===== src/rtl/bcd_rtc_pkg.sv =====
package bcd_rtc_pkg;
  typedef logic [7:0] byte_t;

  localparam int unsigned FIELDS     = 8;
  localparam int unsigned CMP_FIELDS = 5;

  localparam int unsigned F_SEC  = 0;
  localparam int unsigned F_MIN  = 1;
  localparam int unsigned F_HOUR = 2;
  localparam int unsigned F_DATE = 3;
  localparam int unsigned F_MON  = 4;
  localparam int unsigned F_YEAR = 5;
  localparam int unsigned F_WDAY = 6;
  localparam int unsigned F_CENT = 7;

  function automatic byte_t bcd_inc(input byte_t v);
    if (v[3:0] >= 4'd9) return {v[7:4] + 4'd1, 4'd0};
    return {v[7:4], v[3:0] + 4'd1};
  endfunction

  // multiple of 4 in BCD: even tens with 0/4/8, odd tens with 2/6
  function automatic logic bcd_leap(input byte_t y);
    logic u048, u26;
    u048 = (y[3:0] == 4'd0) || (y[3:0] == 4'd4) || (y[3:0] == 4'd8);
    u26  = (y[3:0] == 4'd2) || (y[3:0] == 4'd6);
    return y[4] ? u26 : u048;
  endfunction

  function automatic byte_t bcd_month_len(input byte_t m, input logic leap);
    case (m)
      8'h02:                      return leap ? 8'h29 : 8'h28;
      8'h04, 8'h06, 8'h09, 8'h11: return 8'h30;
      default:                    return 8'h31;
    endcase
  endfunction

  function automatic byte_t field_reset(input int unsigned f);
    case (f)
      F_HOUR:        return 8'h80;
      F_DATE, F_MON: return 8'h01;
      F_CENT:        return 8'h20;
      default:       return 8'h00;
    endcase
  endfunction
endpackage


===== src/rtl/bcd_rtc_timekeeper.sv =====
module bcd_rtc_timekeeper
  import bcd_rtc_pkg::*;
#(
  parameter int unsigned NF = FIELDS,
  parameter int unsigned NC = CMP_FIELDS,
  localparam int unsigned SW = $clog2(NF)
) (
  input  logic                 clk_i,
  input  logic                 rst_ni,
  input  logic                 tick_i,
  input  logic                 wr_i,
  input  logic [SW-1:0]        wsel_i,
  input  byte_t                wdata_i,
  output logic [NF-1:0][7:0]   time_o,
  output logic [NC-1:0][7:0]   next_o
);
  logic [NF-1:0][7:0] cur_q, nxt;
  logic  c_min, c_hr, c_day, c_mon, c_yr, c_cen;
  byte_t mlen;
  logic [5:0] hr;

  always_comb begin
    nxt   = cur_q;
    c_min = 1'b0; c_hr = 1'b0; c_day = 1'b0;
    c_mon = 1'b0; c_yr = 1'b0; c_cen = 1'b0;
    hr    = cur_q[F_HOUR][5:0];
    mlen  = bcd_month_len(cur_q[F_MON], bcd_leap(cur_q[F_YEAR]));
    if (tick_i) begin
      if (cur_q[F_SEC] >= 8'h59) begin nxt[F_SEC] = 8'h00; c_min = 1'b1; end
      else nxt[F_SEC] = bcd_inc(cur_q[F_SEC]);
      if (c_min) begin
        if (cur_q[F_MIN] >= 8'h59) begin nxt[F_MIN] = 8'h00; c_hr = 1'b1; end
        else nxt[F_MIN] = bcd_inc(cur_q[F_MIN]);
      end
      if (c_hr) begin
        if (hr >= 6'h23) begin
          nxt[F_HOUR] = {cur_q[F_HOUR][7:6], 6'h00};
          c_day = 1'b1;
        end else if (hr[3:0] >= 4'd9) begin
          nxt[F_HOUR] = {cur_q[F_HOUR][7:6], hr[5:4] + 2'd1, 4'd0};
        end else begin
          nxt[F_HOUR] = {cur_q[F_HOUR][7:6], hr[5:4], hr[3:0] + 4'd1};
        end
      end
      if (c_day) begin
        nxt[F_WDAY] = (cur_q[F_WDAY][2:0] >= 3'd6) ? 8'h00
                      : {5'd0, cur_q[F_WDAY][2:0] + 3'd1};
        if (cur_q[F_DATE] >= mlen) begin nxt[F_DATE] = 8'h01; c_mon = 1'b1; end
        else nxt[F_DATE] = bcd_inc(cur_q[F_DATE]);
      end
      if (c_mon) begin
        if (cur_q[F_MON] >= 8'h12) begin nxt[F_MON] = 8'h01; c_yr = 1'b1; end
        else nxt[F_MON] = bcd_inc(cur_q[F_MON]);
      end
      if (c_yr) begin
        if (cur_q[F_YEAR] >= 8'h99) begin nxt[F_YEAR] = 8'h00; c_cen = 1'b1; end
        else nxt[F_YEAR] = bcd_inc(cur_q[F_YEAR]);
      end
      if (c_cen) nxt[F_CENT] = bcd_inc(cur_q[F_CENT]);
    end
    // write lands after the advance
    if (wr_i)
      nxt[wsel_i] = (wsel_i == SW'(F_WDAY)) ? (wdata_i & 8'h07) : wdata_i;
  end

  for (genvar f = 0; f < NF; f++) begin : g_field
    always_ff @(posedge clk_i or negedge rst_ni) begin
      if (!rst_ni) cur_q[f] <= field_reset(f);
      else         cur_q[f] <= nxt[f];
    end
  end

  assign time_o = cur_q;
  assign next_o = nxt[NC-1:0];
endmodule


===== src/rtl/bcd_rtc_alarm_match.sv =====
module bcd_rtc_alarm_match
  import bcd_rtc_pkg::*;
#(
  parameter int unsigned NF = FIELDS,
  parameter int unsigned NC = CMP_FIELDS,
  localparam int unsigned SW = $clog2(NF)
) (
  input  logic                 clk_i,
  input  logic                 rst_ni,
  input  logic                 tick_i,
  input  logic                 wr_i,
  input  logic [SW-1:0]        wsel_i,
  input  byte_t                wdata_i,
  input  logic [NC-1:0][7:0]   now_i,
  output logic [NF-1:0][7:0]   alarm_o,
  output logic                 hit_o
);
  logic [NF-1:0][7:0] alm_q;
  logic [NC-1:0]      en, eq;

  for (genvar f = 0; f < NF; f++) begin : g_bank
    always_ff @(posedge clk_i or negedge rst_ni) begin
      if (!rst_ni)                          alm_q[f] <= 8'h00;
      else if (wr_i && wsel_i == SW'(f))    alm_q[f] <= wdata_i;
    end
  end

  for (genvar c = 0; c < NC; c++) begin : g_cmp
    localparam byte_t MASK = (c == F_HOUR) ? 8'h3F : 8'h7F;
    assign en[c] = alm_q[c][7];
    assign eq[c] = ((alm_q[c] ^ now_i[c]) & MASK) == 8'h00;
  end

  assign hit_o   = tick_i & (|en) & (&(eq | ~en));
  assign alarm_o = alm_q;
endmodule


===== src/rtl/bcd_rtc_flags.sv =====
module bcd_rtc_flags (
  input  logic clk_i,
  input  logic rst_ni,
  input  logic hit_i,
  input  logic st_wr_i,
  input  logic ctl_wr_i,
  input  logic wbit_i,
  output logic pending_o,
  output logic irq_en_o,
  output logic irq_o
);
  logic pend_q, en_q;

  always_ff @(posedge clk_i or negedge rst_ni) begin
    if (!rst_ni)                 pend_q <= 1'b0;
    else if (hit_i)              pend_q <= 1'b1;
    else if (st_wr_i && !wbit_i) pend_q <= 1'b0;
  end

  always_ff @(posedge clk_i or negedge rst_ni) begin
    if (!rst_ni)       en_q <= 1'b0;
    else if (ctl_wr_i) en_q <= wbit_i;
  end

  assign pending_o = pend_q;
  assign irq_en_o  = en_q;
  assign irq_o     = pend_q & en_q;
endmodule


===== src/rtl/bcd_rtc_alarm.sv =====
module bcd_rtc_alarm
  import bcd_rtc_pkg::*;
#(
  parameter int unsigned        ADDR_W    = 6,
  parameter logic [ADDR_W-1:0]  TIME_BASE = 6'h30,
  parameter logic [ADDR_W-1:0]  ALM_BASE  = 6'h00,
  parameter logic [ADDR_W-1:0]  CTL_ADDR  = 6'h11,
  parameter logic [ADDR_W-1:0]  STAT_ADDR = 6'h3F,
  parameter int unsigned        FLAG_BIT  = 5
) (
  input  logic              clk_i,
  input  logic              rst_ni,
  input  logic              tick_i,
  input  logic              wr_i,
  input  logic [ADDR_W-1:0] addr_i,
  input  logic [7:0]        wdata_i,
  output logic [7:0]        rdata_o,
  output logic              alarm_pending_o,
  output logic              irq_o
);
  localparam int unsigned SW = $clog2(FIELDS);

  logic [FIELDS-1:0][7:0]     time_q, alarm_q;
  logic [CMP_FIELDS-1:0][7:0] time_next;
  logic [SW-1:0]              sel;
  logic time_sel, alm_sel, ctl_sel, stat_sel;
  logic hit, pending, irq_en;

  assign sel      = addr_i[SW-1:0];
  assign time_sel = addr_i[ADDR_W-1:SW] == TIME_BASE[ADDR_W-1:SW];
  assign alm_sel  = addr_i[ADDR_W-1:SW] == ALM_BASE[ADDR_W-1:SW];
  assign ctl_sel  = addr_i == CTL_ADDR;
  assign stat_sel = addr_i == STAT_ADDR;

  bcd_rtc_timekeeper #(.NF(FIELDS), .NC(CMP_FIELDS)) u_time (
    .clk_i  (clk_i),
    .rst_ni (rst_ni),
    .tick_i (tick_i),
    .wr_i   (wr_i & time_sel),
    .wsel_i (sel),
    .wdata_i(wdata_i),
    .time_o (time_q),
    .next_o (time_next)
  );

  bcd_rtc_alarm_match #(.NF(FIELDS), .NC(CMP_FIELDS)) u_match (
    .clk_i  (clk_i),
    .rst_ni (rst_ni),
    .tick_i (tick_i),
    .wr_i   (wr_i & alm_sel),
    .wsel_i (sel),
    .wdata_i(wdata_i),
    .now_i  (time_next),
    .alarm_o(alarm_q),
    .hit_o  (hit)
  );

  bcd_rtc_flags u_flags (
    .clk_i    (clk_i),
    .rst_ni   (rst_ni),
    .hit_i    (hit),
    .st_wr_i  (wr_i & stat_sel),
    .ctl_wr_i (wr_i & ctl_sel),
    .wbit_i   (wdata_i[FLAG_BIT]),
    .pending_o(pending),
    .irq_en_o (irq_en),
    .irq_o    (irq_o)
  );

  always_comb begin
    rdata_o = 8'h00;
    if (time_sel)      rdata_o = time_q[sel];
    else if (alm_sel)  rdata_o = alarm_q[sel];
    else if (ctl_sel)  rdata_o[FLAG_BIT] = irq_en;
    else if (stat_sel) rdata_o[FLAG_BIT] = pending;
  end

  assign alarm_pending_o = pending;
endmodule


===== config.mk =====
export PLATFORM = sky130hd
export DESIGN_NAME = bcd_rtc_alarm
export DESIGN_NICKNAME = d
export VERILOG_FILES = /design/src/rtl/bcd_rtc_pkg.sv /design/src/rtl/bcd_rtc_timekeeper.sv /design/src/rtl/bcd_rtc_alarm_match.sv /design/src/rtl/bcd_rtc_flags.sv /design/src/rtl/bcd_rtc_alarm.sv
export SDC_FILE = /design/constraint.sdc
export NUM_CORES = 1
export LEC_CHECK = 0
export BUFFER_PORTS_ARGS = -buffer_cell sky130_fd_sc_hd__clkbuf_2
export CORE_MARGIN = 3
export CORE_UTILIZATION = 45
export CTS_CLUSTER_DIAMETER = 30
export DETAILED_ROUTE_END_ITERATION = 8
export SLEW_MARGIN = 0
export SYNTH_ARGS = -nofsm -noshare
export SYNTH_HDL_FRONTEND = slang
export SYNTH_SLANG_ARGS = --single-unit

===== constraint.sdc =====
create_clock -name clk_i -period 3.5 [get_ports clk_i]
set_input_delay 0.525 -clock clk_i [delete_from_list [all_inputs] [get_ports clk_i]]
set_output_delay 0.525 -clock clk_i [all_outputs]
set_load 0.005 [all_outputs]

# == Word level (Yosys, flattened, before mapping) ==
# Cells that the tools add are included.
# W data, S select, Z words.
# classes
add_sub_neg,15
n_lt_le_gt_ge,16
n_eq_ne,19
muxes,87
bitwise_logic,14
n_reduce_logical,26
# ops
op,n
$mux W8,28
$mux W64,2
$bwmux W64,1
$add A4 B1 Y4 const B,13
$bmux W8 S3,2
$mux W1,46
$logic_not A8 Y1,5
$ge A4 B4 Y1 const B,7
$xor A7 B7 Y7,4
$demux W8 S3,1
$mux W6,3
$eq A8 B3 Y1 const B,2
$ge A8 B7 Y1 const B,2
$pmux W8 S2,1
$eq A3 B3 Y1 const B,5
$logic_and A1 B1 Y1,10
$eq A4 B3 Y1 const B,2
$eq A8 B2 Y1 const B,1
$eq A8 B4 Y1 const B,1
$eq A8 B5 Y1 const B,1
$ge A8 B5 Y1 const B,1
$ge A8 B8 Y1,1
$ge A8 B8 Y1 const B,1
$and A1 B1 Y1,7
26 further kinds,30
# totals
reg_bits,130
input_bits,18
output_inout_bits,10

# == Logic depth before layout (Yosys ltp) ==
# logic_depth
depth_word,27
ltp_mapped,17

# == Modules after synthesis ==
# From an unflattened synthesis, not the netlist that was laid out.
# hier_totals
hier_cells,798
area_unflattened_um2,8710.9
# modules_own_cells
mod,instances,cells_each,area_per_inst_um2,seq_area_each_um2
bcd_rtc_timekeeper,1,518,4574.4,1606.5
bcd_rtc_alarm_match,1,191,2845.2,1601.5
bcd_rtc_alarm,1,83,1206.2,0.0
bcd_rtc_flags,1,6,85.1,50.0

# == Worst setup path after synthesis ==
# OpenSTA, ideal clock, no wires.
# synth_path
path_type,register to register
from,register u_time.cur_q (netlist bit u_time.time_o[32])
to,register u_flags.pend_q (netlist: u_flags.pending_o)
setup_time_ps,104
t_arrival_ps,3688
setup_slack_ps,-292
stages_incl_launch_ff,17
n_path_buf,0
synth_period_minus_slack_ps,3792
path_cell_list,dfstp_2 -> inv_1 -> ha_1 -> o211ai_1 -> a21oi_1 -> o21ai_0 -> nor2b_1 -> ha_1 -> a21o_1 -> a211oi_1 -> nand2_1 -> o41ai_1 -> a21o_1 -> xor2_1 -> a2111oi_0 -> o2111ai_1 -> o41ai_2
# synth_rtl
item,line_no,text
"start, declared",bcd_rtc_timekeeper.sv:17,"logic [NF-1:0][7:0] cur_q, nxt;"
"start signal, assigned by index",bcd_rtc_timekeeper.sv:68,if (!rst_ni) cur_q[f] <= field_reset(f);
"start signal, assigned by index",bcd_rtc_timekeeper.sv:69,else cur_q[f] <= nxt[f];
"end signal, assigned",bcd_rtc_flags.sv:15,if (!rst_ni) pend_q <= 1'b0;
"end signal, assigned",bcd_rtc_flags.sv:16,else if (hit_i) pend_q <= 1'b1;
"end signal, assigned",bcd_rtc_flags.sv:17,else if (st_wr_i && !wbit_i) pend_q <= 1'b0;
"end, declared",bcd_rtc_flags.sv:12,"logic pend_q, en_q;"

# == Worst setup path in the final report ==
# layout_path
from,register u_time.cur_q (netlist bit u_time.time_o[32])
to,register u_flags.pend_q (netlist: u_flags.pending_o)
# layout_between
elab_chain_cells,17
word_cells_on_any_way,35
classes_between,add/sub (1); order compare (3); eq/ne (5); mux (17); bitwise (4); reduce/logical (5)
# layout_rtl
item,line_no,text
$eq A8 B3 Y1 (tied with other cells),bcd_rtc_pkg.sv:30,case (m)
$reduce_or A4 Y1 or $mux W1 (tied branches),"bcd_rtc_pkg.sv:30, bcd_rtc_pkg.sv:17",
$pmux W8 S2 or $mux W1 (tied branches),"bcd_rtc_pkg.sv:30, bcd_rtc_timekeeper.sv:52",
$ge A8 B8 Y1 or $mux W1 (tied branches),"bcd_rtc_timekeeper.sv:48, bcd_rtc_timekeeper.sv:51",
"$mux W1, on equally long branches","bcd_rtc_timekeeper.sv:48, bcd_rtc_timekeeper.sv:28",
$mux W1 or $mux W8 (tied branches),"bcd_rtc_timekeeper.sv:45, bcd_rtc_pkg.sv:18",
$mux W1 or $mux W8 (tied branches),"bcd_rtc_timekeeper.sv:28, bcd_rtc_timekeeper.sv:52",
$mux W8,bcd_rtc_timekeeper.sv:51,if (c_mon) begin
$mux W64 *,bcd_rtc_timekeeper.sv:28,if (tick_i) begin
$bwmux W64,bcd_rtc_timekeeper.sv:63,nxt[wsel_i] = (wsel_i == SW'(F_WDAY)) ? (wdata_i & 8'h07) : wdata_i;
$mux W64 *,bcd_rtc_timekeeper.sv:62,if (wr_i)
$xor A7 B7 Y7,bcd_rtc_alarm_match.sv:31,assign eq[c] = ((alm_q[c] ^ now_i[c]) & MASK) == 8'h00;
$logic_not A8 Y1,bcd_rtc_alarm_match.sv:31,
$or A5 B5 Y5 *,bcd_rtc_alarm_match.sv:34,assign hit_o = tick_i & (|en) & (&(eq | ~en));
$reduce_and A5 Y1 *,bcd_rtc_alarm_match.sv:34,
$and A1 B1 Y1 *,bcd_rtc_alarm_match.sv:34,
$mux W1 or $reduce_bool A2 Y1 (tied branches),n/a,
# Mark *: on every way between the ends. The rest lies on a longest branch, timed or not. The select of a mux whose other input is x is not followed.
# A chain may end at the register's enable or synchronous reset.

==> results by group <==
Worst setup path
  – Crit-path cells: inv_4 > ha_4 > o211ai_1 > a21oi_2 > o21ai_2 > nor2b_4 > ha_4 > a21o_1 > a211oi_2 > buf_4 > a2111oi_4 > clkbuf_16 > buf_4 > a31oi_1 > a22oi_1 > and3_1 > o211ai_1 > o211a_1 > o41ai_2
  – Max stage delay on crit path: 0.57 ns
  – CP required: 3.82 ns
  – Worst setup SP type: flip-flop
  – R2R setup slack: -0.39 ns
  – Slowest-stage cell, CP: dfstp_2
  – Crit path capture type: flip-flop
  – Worst Path Arrival: 4.21 ns
  – Worst setup path class: flip-flop to flip-flop
  – CP Max Fanout: 3

Global routing
  – Initial antenna violation count: 0
  – Global route overflow: 0
  – Largest net degree at the start of global routing: 72
  – First-pass GRT wire length: 47530 µm
  – Total track usage: 28.57%
  – Vias in the first global route: 7946

Die
  – Initial Util: 46.28%
  – Row count: 51
  – Die height: 148.2 µm
  – Width of the die: 148.2 µm
  – Top Ports: 28
  – Die area: 21960 µm²
  – Core area: 19650 µm²

STA
  – Setup TNS Final: -1.487 ns
  – Clk_skew: 0.008586 ns
  – RSZ-0062 raised after global routing: yes
  – Tmin final: 3.891 ns
  – Fin crit share: 111.2%
  – Max-slew headroom: 44.49%
  – Fmax: 257.0 MHz
  – Slew Limit Fails: 0
  – Count of final hold-check violations: 0
  – Actual slew at the worst max-slew pin: 0.8296 ns
  – Worst setup margin: -0.3909 ns
  – Endpoints failing setup: 14

Clock network
  – Clock H-tree levels: 4
  – Skew-Pair Late Insertion Delay: 0.43 ns
  – Root Driver: clkbuf_16
  – CTS buffer count: 17
  – CTS Sinks: 130
  – Post-CTS Hold Buffers: 0
  – Clock buffer depth: 2
  – CTS tree: built
  – Clock Pin Slew Worst Setup and Hold Paths: 0.07 ns

Power
  – Leak: 5.115 nW
  – PD cells: 584.2 nW/µm²
  – Total power: 6.667 mW
  – VDD IR max: 340.2 µV

Synthesis
  – Mapped Area: 9096 µm²
  – Xor/xnor share of the synthesized area: 3.851%
  – Synth area leader: dfrtp_1
  – Register area share after synthesis: 35.82%
  – Register bit total from synthesis: 130
  – Async SR Flop Fraction: 100.0%
  – Post-synth top flop: dfrtp_1
  – YS warnings: 0
  – EDFF count, synth: 0
  – Multiplexer share of the synthesized area: 17.11%
  – Largest family of logic cells by synthesized area: compound AO/OA/AOI/OAI gates
  – Synthesized area per cell: 9.667 µm²
  – Post-synthesis cell count: 941
  – Top-area cell type share of the netlist area: 34.66%
  – Yosys cell types: 83
  – Post-Synth Simple-Gate Area: 15.63%
  – Synth Area in Adders: 5.777%
  – Cells taking the most area after synthesis: dfrtp_1 35%, mux4_2 7.9%, mux2_2 6.3%
  – Compound-cell area share of the yosys netlist: 17.99%
  – Synthesized Nets: 1001

Finish
  – P&R area growth vs syn: 25.46%
  – Share of layout cells above drive strength 1: 32.35%
  – Net count, final: 1129

Run status
  – Status: finished with violations
  – Failing checks: setup timing

Placed design
  – Placer Congestion: 0.9458
  – PortBufs: 27
  – Hpwl dp: 23410 µm

Hold path
  – Hold Crit Class: primary input to asynchronous set/reset pin

Detailed routing
  – # DRC: 0
  – Via count: 8287
  – Antenna-violating nets left: 0
  – DR WL/cell: 23.40 µm
  – Routed wire length: 31540 µm
  – DRT iter0 DRCs: 798
  – First-pass DRT Iterations: 8
  – Routed vias/inst: 6.148

Job
  – Max cap viols: 0
==> Yosys cell counts, types with 25 or more instances <==
master,count
a21oi_1,65
clkbuf_1,39
dfrtp_1,126
ha_1,42
inv_1,34
mux2_2,51
mux2i_1,25
mux4_2,32
nand2_1,79
nand3_1,25
nor2_1,62
o21ai_0,60
==> stage by stage <==
stage	hold slack, ns	instance area (µm²)	setup slack [ns]	std cells	util [%]
final	0.09810	11410	-0.3909	1348	58.07
after global routing	0.1403	11410	-0.4741	1347	58.05
after CTS	0.1327	11020	-0.3089	1331	56.08
after detailed placement	0.4619	10260	-0.4586	1295	52.20
after global placement	0.4512	10260	-0.3803	1295	52.20
after floorplan	0.2294	9111	-0.06914	941	-
==> cell type report <==
class | count | area, µm²
Clock inverter | 15 | 220.2
Timing Repair Buffer | 162 | 1241
Sequential cell | 130 | 3259
Inverter | 36 | 137.6
Clock buffer | 17 | 425.4
Tap cell | 265 | 331.6
Multi-Input combinational cell | 722 | 5794
Antenna cell | 1 | 2.502
Fill cell | 1755 | 8242
==> what timing repair did <==
action,in CTS,in global routing
hold endpoints to repair,0,0
endpoints found under the setup margin,12,17
pin swaps,13,34
resized for setup,20,75
buffers inserted,4,17
==> metal layers <==
metal	wire length, µm	track usage (%)	up-vias	share of wire (%)
li1	-	-	3784	-
met4	1034	10.53	0	3.3
met5	0	0	-	0
met3	2633	6.520	59	8.3
met2	14170	43.62	359	45
met1	13700	40.03	4085	43
==> final timing paths <==
check | from | end | depth (start not counted)
setup / recovery | u_time.time_o[32] | u_flags.pending_o | 19
hold / removal | rst_ni | u_time.time_o[5] | 1
setup reg to reg | u_time.time_o[32] | u_flags.pending_o | 19
hold reg to reg | u_time.time_o[22] | u_time.time_o[22] | 2
max in group asynchronous | rst_ni | u_time.time_o[23] | 2
min in group clk_i | wdata_i[4] | u_match.alarm_o[4] | 3
==> worst max-delay path, delay by kind of cell, from the launching register on <==
family / cells / cell delay [ns]
simple gates: 2 / 0.37
fa+ha+maj: 2 / 0.30
compound gates: 11 / 1.99
flops: 1 / 0.57
buf+inv: 4 / 0.55
==> cell usage in the layout (no fill, tap or decap), types with 6 or more instances in the layout <==
cell / n
dfrtp_1: 125
buf_4: 119
nand2_1: 70
a21oi_1: 62
nor2_1: 58
mux2_2: 50
o21ai_0: 48
ha_1: 36
mux4_2: 32
inv_1: 31
clkbuf_2: 26
mux2i_1: 25
nand3_1: 24
xor2_1: 24
and3_1: 19
clkbuf_16: 18
o22ai_1: 16
a31oi_1: 15
xnor2_1: 15
buf_6: 14
nand4_1: 13
nor3_1: 11
o21ai_1: 10
o211ai_1: 9
and2_1: 8
o31ai_1: 7
nand2b_1: 7
nand3b_1: 6
o21a_1: 6
or3_1: 6
==> power by group <==
part | internal [mW] | leakage (nW) | switching (mW)
clock | 1.22 | 0.306 | 0.761
combinational | 1.19 | 3.14 | 1.33
sequential | 1.79 | 1.67 | 0.386
==> registers in the layout, summed over array words and instances, names as in the netlist <==
register / flops
u_flags.pending_o: 1
u_flags.irq_en_o: 1
u_time.time_o: 64
u_match.alarm_o: 64
==> cell families after synthesis <==
| family | Yosys count |
|---|---|
| adder cells (fa/ha/maj) | 42 |
| buffers and inverters | 89 |
| AO/OA/AOI/OAI | 251 |
| flip-flops | 130 |
| XOR/XNOR | 40 |
| multiplexers | 109 |
| AND/OR/NAND/NOR | 280 |
Power figures use the tool's default switching activity.
